<file path="config.mk">
export PLATFORM = sky130hd
export DESIGN_NAME = link_bringup_ctrl
export DESIGN_NICKNAME = d
export VERILOG_FILES = /design/src/rtl/lb_pkg.sv /design/src/rtl/lb_ready_monitor.sv /design/src/rtl/lb_run_counter.sv /design/src/rtl/lb_fsm.sv /design/src/rtl/link_bringup_ctrl.sv
export SDC_FILE = /design/constraint.sdc
export NUM_CORES = 1
export LEC_CHECK = 0
export BUFFER_PORTS_ARGS = -buffer_cell sky130_fd_sc_hd__buf_4
export CAP_MARGIN = 30
export CORE_MARGIN = 10
export CORE_UTILIZATION = 51
export DETAILED_ROUTE_END_ITERATION = 8
export PLACE_DENSITY = 0.78
export SYNTH_ARGS = -nofsm -noshare
export SYNTH_HDL_FRONTEND = slang
export SYNTH_SLANG_ARGS = --single-unit
</file>
<file path="constraint.sdc">
create_clock -name clk -period 1.7 [get_ports clk]
set_input_delay 0.17 -clock clk [delete_from_list [all_inputs] [get_ports clk]]
set_output_delay 0.17 -clock clk [all_outputs]
set_load 0.03 [all_outputs]
</file>
<file path="src/rtl/lb_pkg.sv">
package lb_pkg;

    typedef enum logic [2:0] {
        LB_WAIT_TX    = 3'd0,
        LB_WAIT_RX    = 3'd1,
        LB_TOGGLE_RUN = 3'd2,
        LB_STEADY_RUN = 3'd3,
        LB_LINKED     = 3'd4
    } lb_state_t;

    typedef enum logic [1:0] {
        SYM_DATA  = 2'b00,
        SYM_IDLE1 = 2'b01,
        SYM_IDLE2 = 2'b10,
        SYM_COMMA = 2'b11
    } lb_sym_t;

    function automatic logic sym_is_idle(input logic [1:0] kind);
        return (kind == SYM_IDLE1) || (kind == SYM_IDLE2);
    endfunction

endpackage

</file>
<file path="src/rtl/lb_ready_monitor.sv">
module lb_ready_monitor #(
    parameter int NUM_QUADS = 2,
    parameter int NUM_LANES = 4,
    parameter int RX_LANE   = 0,
    parameter int POS_W     = 5
) (
    input  logic                 clk,
    input  logic                 rst,
    input  logic [NUM_QUADS-1:0] pll_lock,
    input  logic [NUM_LANES-1:0] ser_sync,
    input  logic [NUM_LANES-1:0] cdr_lock,
    input  logic                 align_found,
    input  logic [POS_W-1:0]     align_pos,
    output logic                 tx_ready,
    output logic                 rx_ready
);

    logic tx_ok;
    logic rx_ok;

    // every quad PLL and every serializer must report good
    assign tx_ok = (&pll_lock) & (&ser_sync);

    // designated lane locked, aligned at position zero
    assign rx_ok = cdr_lock[RX_LANE] & align_found & (align_pos == '0);

    always_ff @(posedge clk) begin
        if (rst) begin
            tx_ready <= 1'b0;
            rx_ready <= 1'b0;
        end else begin
            tx_ready <= tx_ok;
            rx_ready <= rx_ok;
        end
    end

endmodule

</file>
<file path="src/rtl/lb_run_counter.sv">
module lb_run_counter
    import lb_pkg::*;
#(
    parameter int RUN_LEN = 16,
    parameter bit STEADY  = 1'b0
) (
    input  logic       clk,
    input  logic       rst,
    input  logic       enable,
    input  logic       sym_valid,
    input  logic [1:0] sym_kind,
    output logic       run_met
);

    localparam int CNT_W = $clog2(RUN_LEN + 1);
    localparam logic [CNT_W-1:0] CNT_MAX = CNT_W'(RUN_LEN);

    logic [CNT_W-1:0] run_cnt;
    logic [1:0]       prev_kind;
    logic             sym_hit;
    logic             sym_cont;

    generate
        if (STEADY) begin : g_steady
            // repeated IDLE1 only
            assign sym_hit  = (sym_kind == SYM_IDLE1);
            assign sym_cont = sym_hit && (prev_kind == SYM_IDLE1);
        end else begin : g_toggle
            // idle differing from the previous idle
            assign sym_hit  = sym_is_idle(sym_kind);
            assign sym_cont = sym_hit && sym_is_idle(prev_kind)
                              && (sym_kind != prev_kind);
        end
    endgenerate

    always_ff @(posedge clk) begin
        if (rst) begin
            prev_kind <= SYM_DATA;
        end else if (sym_valid) begin
            prev_kind <= sym_kind;
        end
    end

    always_ff @(posedge clk) begin
        if (rst || !enable) begin
            run_cnt <= '0;
        end else if (sym_valid) begin
            if (!sym_hit) begin
                run_cnt <= '0;
            end else if (sym_cont) begin
                if (run_cnt < CNT_MAX) begin
                    run_cnt <= run_cnt + 1'b1;
                end
            end else begin
                run_cnt <= CNT_W'(1);
            end
        end
    end

    assign run_met = (run_cnt == CNT_MAX);

endmodule

</file>
<file path="src/rtl/lb_fsm.sv">
module lb_fsm
    import lb_pkg::*;
(
    input  logic       clk,
    input  logic       rst,
    input  logic       role_master,
    input  logic       tx_ready,
    input  logic       rx_ready,
    input  logic       toggle_met,
    input  logic       steady_met,
    input  logic       sym_valid,
    input  logic [1:0] sym_kind,
    output lb_state_t  state,
    output logic       half_done,
    output logic       full_done,
    output logic       tx_idle_steady,
    output logic       payload_en,
    output logic       rx_data_strobe
);

    lb_state_t state_next;
    logic      link_lost;

    always_comb begin
        unique case (state)
            LB_WAIT_TX: link_lost = 1'b0;
            LB_WAIT_RX: link_lost = !tx_ready;
            default:    link_lost = !tx_ready || !rx_ready;
        endcase
    end

    always_comb begin
        state_next = state;
        if (link_lost) begin
            state_next = LB_WAIT_TX;
        end else begin
            unique case (state)
                LB_WAIT_TX:    if (tx_ready)   state_next = LB_WAIT_RX;
                LB_WAIT_RX:    if (rx_ready)   state_next = LB_TOGGLE_RUN;
                LB_TOGGLE_RUN: if (toggle_met) state_next = LB_STEADY_RUN;
                LB_STEADY_RUN: if (steady_met) state_next = LB_LINKED;
                LB_LINKED:     state_next = LB_LINKED;
                default:       state_next = LB_WAIT_TX;
            endcase
        end
    end

    always_ff @(posedge clk) begin
        if (rst) begin
            state <= LB_WAIT_TX;
        end else begin
            state <= state_next;
        end
    end

    always_ff @(posedge clk) begin
        if (rst) begin
            half_done      <= 1'b0;
            full_done      <= 1'b0;
            tx_idle_steady <= 1'b0;
            payload_en     <= 1'b0;
            rx_data_strobe <= 1'b0;
        end else begin
            half_done  <= (state_next == LB_STEADY_RUN) || (state_next == LB_LINKED);
            full_done  <= (state_next == LB_LINKED);
            payload_en <= (state_next == LB_LINKED);
            if (role_master) begin
                tx_idle_steady <= (state_next == LB_TOGGLE_RUN)
                               || (state_next == LB_STEADY_RUN)
                               || (state_next == LB_LINKED);
            end else begin
                tx_idle_steady <= (state_next == LB_LINKED);
            end
            rx_data_strobe <= (state == LB_LINKED) && !link_lost && sym_valid
                              && !sym_is_idle(sym_kind);
        end
    end

endmodule

</file>
<file path="src/rtl/link_bringup_ctrl.sv">
module link_bringup_ctrl
    import lb_pkg::*;
#(
    parameter int NUM_QUADS = 2,
    parameter int NUM_LANES = 4,
    parameter int RX_LANE   = 0,
    parameter int POS_W     = 5,
    parameter int RUN_LEN   = 16
) (
    input  logic                 clk,
    input  logic                 rst,
    input  logic                 role_master,
    input  logic [NUM_QUADS-1:0] pll_lock,
    input  logic [NUM_LANES-1:0] ser_sync,
    input  logic [NUM_LANES-1:0] cdr_lock,
    input  logic                 align_found,
    input  logic [POS_W-1:0]     align_pos,
    input  logic                 rx_sym_valid,
    input  logic [1:0]           rx_sym_kind,
    output logic                 tx_ready,
    output logic                 rx_ready,
    output logic                 half_done,
    output logic                 full_done,
    output logic                 tx_idle_steady,
    output logic                 payload_en,
    output logic                 rx_data_strobe
);

    localparam int NUM_PHASES = 2;

    lb_state_t             state;
    logic [NUM_PHASES-1:0] phase_en;
    logic [NUM_PHASES-1:0] phase_met;

    lb_ready_monitor #(
        .NUM_QUADS (NUM_QUADS),
        .NUM_LANES (NUM_LANES),
        .RX_LANE   (RX_LANE),
        .POS_W     (POS_W)
    ) i_ready (
        .clk         (clk),
        .rst         (rst),
        .pll_lock    (pll_lock),
        .ser_sync    (ser_sync),
        .cdr_lock    (cdr_lock),
        .align_found (align_found),
        .align_pos   (align_pos),
        .tx_ready    (tx_ready),
        .rx_ready    (rx_ready)
    );

    assign phase_en[0] = (state == LB_TOGGLE_RUN);
    assign phase_en[1] = (state == LB_STEADY_RUN);

    generate
        for (genvar g = 0; g < NUM_PHASES; g++) begin : g_phase
            lb_run_counter #(
                .RUN_LEN (RUN_LEN),
                .STEADY  (g == 1)
            ) i_run (
                .clk       (clk),
                .rst       (rst),
                .enable    (phase_en[g]),
                .sym_valid (rx_sym_valid),
                .sym_kind  (rx_sym_kind),
                .run_met   (phase_met[g])
            );
        end
    endgenerate

    lb_fsm i_fsm (
        .clk            (clk),
        .rst            (rst),
        .role_master    (role_master),
        .tx_ready       (tx_ready),
        .rx_ready       (rx_ready),
        .toggle_met     (phase_met[0]),
        .steady_met     (phase_met[1]),
        .sym_valid      (rx_sym_valid),
        .sym_kind       (rx_sym_kind),
        .state          (state),
        .half_done      (half_done),
        .full_done      (full_done),
        .tx_idle_steady (tx_idle_steady),
        .payload_en     (payload_en),
        .rx_data_strobe (rx_data_strobe)
    );

endmodule

</file>
==> summary.md <==
| Metric | Value |
|---|---|
| Clock Tree Buf Depth | `2` |
| Final Hold Viols | `0` |
| Relative slew slack | `a little over two thirds` |
| Gate power share | `a little over a tenth` |
| Synth area leader | `dfxtp_1` |
| EDFF count, synth | `0` |
| Startpoint types | `flop` |
| Nets | `approximately 180` |
| Beginning of the critical path | `g_phase[1].i_run.run_cnt[1]` |
| Placer Congestion | `around 0.82` |
| Router iterations before antenna repair | `4` |
| Synth top area share | `roughly two fifths` |
| Area contributors post-synth | `dfxtp_1 (39%), ha_1 (6.9%), nand2_1 (4.1%)` |
| DRT iter0 DRCs | `23` |
| Core ar. | `between 2000 and 2500 sq um` |
| Crit path buf inv count | `1` |
| Max Cap Violations | `0` |
| CP top delay family | `simple AND/OR/NAND/NOR gates` |
| Die ar. | `4379 sq um` |
| Layout cell share with drive strength beyond 1 | `about a quarter` |
| Rows | `16` |
| Initial antenna violation count | `0` |
| Worst-margin pin slew | `0.4588 ns` |
| Largest net degree at the start of global routing | `13` |
| Pre-CTS setup slack | `approximately 0.14 ns` |
| Crit-path cells | `inv_1, ha_1, nand4bb_1, or3_4, a211oi_4, a21o_1` |
| Most used DFF post-synth | `dfxtp_1` |
| Seq pwr share | `about 60%` |
| Final WS setup | `around 0.11 ns` |
| Routed vias/inst | `5.682` |
| Setup violators final | `0` |
| Yosys warning count | `0` |
| Pwr Density | `roughly 600 nW/um^2` |
| H-tree levels | `1` |
| Initial Utilization | `a little over half` |
| Clk root buf | `clkbuf_4` |
| Skew final | `0.004353 ns` |
| Max FO, Critical Path | `4` |
| Layout area overhead | `23.48%` |
| Post-route clock period utilization | `93.65%` |
| CTS sink cnt | `21` |
| Number of global-route vias before repair | `990` |
| CTS tree | `built` |
| Clk_lat worst skew | `roughly 0.3 ns` |
| FF+latch count, synth | `21` |
| Sw Share | `23.39%` |
| DR DRC count | `0` |
| Hold WC Path Type | `input pin to flop` |
| Routed wire length | `~2500 um` |
| Utilization after layout | `about 67%` |
| Port Buffer Count | `25` |
| Routed Antenna Nets | `0` |
| Design Area, Final | `roughly 1300 sq um` |
| Syn Nets | `between 100 and 150` |
| Crit path time final | `~1.6 ns` |
| Most numerous cell in the Yosys netlist | `dfxtp_1` |
| Overflow after GRT | `0` |
| Most frequent cells after synthesis | `dfxtp_1 (21), nand2_1 (12), inv_1 (11)` |
| Power Internal | `0.6295 mW` |
| Status | `finished, final reports clean` |
| CTS clk-pin slew, worst paths | `between 0.1 and 0.15 ns` |
| CP arrival | `about 1.9 ns` |
| Peak Freq | `approximately 630 MHz` |
| Switch Pwr | `just under 0.2 mW` |
| Worst path slowest cell | `or3_4` |
| HP Start | `role_master` |
| Syn Area/Cell | `around 9.0 sq um` |
| Largest stage delay on the critical path | `0.40 ns` |
| Die width | `about 66 um` |
| Final HPWL DP | `2008 um` |
| Leakage Power | `approximately 0.54 nW` |
| Ys async rst share | `0%` |
| Post-synthesis sequential area ratio | `roughly two fifths` |
| First-pass GRT wire length | `4195 um` |
| IO Count | `29` |
| Maximum VDD drop | `0.0004864 V` |
| Tot Pwr | `slightly above 0.8 mW` |
| Cells after synthesis | `~120` |
| Worst r2r src | `g_phase[1].i_run.run_cnt[1]` |
| Die Y | `66.18 um` |
| Ant diodes | `0` |
| WP data required | `between 1.5 and 2 ns` |
| Worst hold slack | `~0.050 ns` |
| Yosys cell types | `45` |
| Fin cells | `176` |
| Post-Place Cells | `approximately 170` |
| Synth Cell Area | `1087 sq um` |
| Crit Path Class | `flop to flop` |
| Part of the power in the clock network | `a little under 30%` |
| Setup tns final | `0 ns` |
| Post-CTS setup buffers | `0` |
| Gr usage total | `around an eighth` |
| TritonCTS buffer count | `3` |
| Pins Over Slew Limit | `0` |
| WL/cell | `roughly 14 um` |
| Via count | `1000` |
| Crit end category | `flop` |
| Area post-placement | `about 1300 sq um` |
power by group through the flow:
| stage | Combinational, mW | Clock (mW) | Sequential [mW] |
|---|---|---|---|
| floorplan | 0.0426 | 0 | 0.509 |
| global placement | 0.0832 | 0 | 0.509 |
| detailed placement | 0.0864 | 0 | 0.509 |
| CTS | 0.0865 | 0.246 | 0.498 |
| global route | 0.0968 | 0.259 | 0.498 |
| finish | 0.0865 | 0.237 | 0.498 |
sequential cells by signal, indices dropped and copies added (netlist names):
| name | cells |
|---|---|
| g_phase.i_run.run_cnt | 10 |
| i_fsm.state | 3 |
| g_phase.i_run.prev_kind | 2 |
| i_fsm.full_done | 1 |
| i_fsm.half_done | 1 |
| i_fsm.rx_data_strobe | 1 |
| i_fsm.tx_idle_steady | 1 |
| i_ready.rx_ready | 1 |
| i_ready.tx_ready | 1 |
layout by cell type (no fill, tap or decap), drive strengths merged, types with 2 or more instances in the layout:
cell / synthesis / layout
clkbuf: 1 / 3
buf: 2 / 27
xnor2: 2 / 2
ha: 6 / 6
or3: 3 / 3
dfxtp: 21 / 21
nand2: 13 / 13
a31oi: 5 / 5
nor2: 8 / 8
a211oi: 5 / 5
mux2i: 2 / 2
a21o: 2 / 2
nand4: 3 / 3
nor3b: 2 / 2
nand3: 4 / 4
inv: 11 / 11
o21ai: 2 / 2
a21oi: 7 / 7
or4: 2 / 2
layout make-up:
cell class,instances,area [sq um]
sequential,21,420.4
multi-input combinational,86,616.8
inverter,11,41.29
clock buffer,3,22.52
clock inverter,1,5.005
tap,27,33.78
timing repair buffer,27,202.7
fill,166,659.4
kinds of logic (layout without fill, tap and decap cells):
family,after synthesis,count (layout),synth area share (%)
DFF,21,21,38.66
AOI/OAI and AO/OA,32,32,21.63
xor gates and xnor gates,2,2,1.611
muxes,2,2,1.841
buffers and inverters,14,42,5.293
and+or+nand+nor,44,44,24.05
adders and majority gates,6,6,6.904
worst paths after layout:
kind	to	cells past startpoint	slack, ns
worst max-delay path	i_fsm.half_done	6	0.11
worst min-delay path	i_fsm.tx_idle_steady	2	0.05
worst max register to register	i_fsm.half_done	6	0.11
worst min register to register	g_phase[1].i_run.run_cnt[3]	2	0.52
worst register-to-register path, cell delays in order (launching register included):
cell,delay [ns]
dfxtp_1,0.36
inv_1,0.08
ha_1,0.14
nand4bb_1,0.18
or3_4,0.40
a211oi_4,0.28
a21o_1,0.11
timing repair:
action,CTS,global route
resized for setup,0,1
setup endpoints to repair,0,2
hold buffers,0,0
metal layers:
metal	vias up	part of all wire (%)	global-route usage, %	wire length, um
met2	16	55	22.13	1348
met3	7	4.1	3.898	100
met4	0	1.8	4.712	45
li1	500	-	-	-
met1	477	39	11.52	969
met5	-	0	0	0
(Power assumes the default switching activity.)
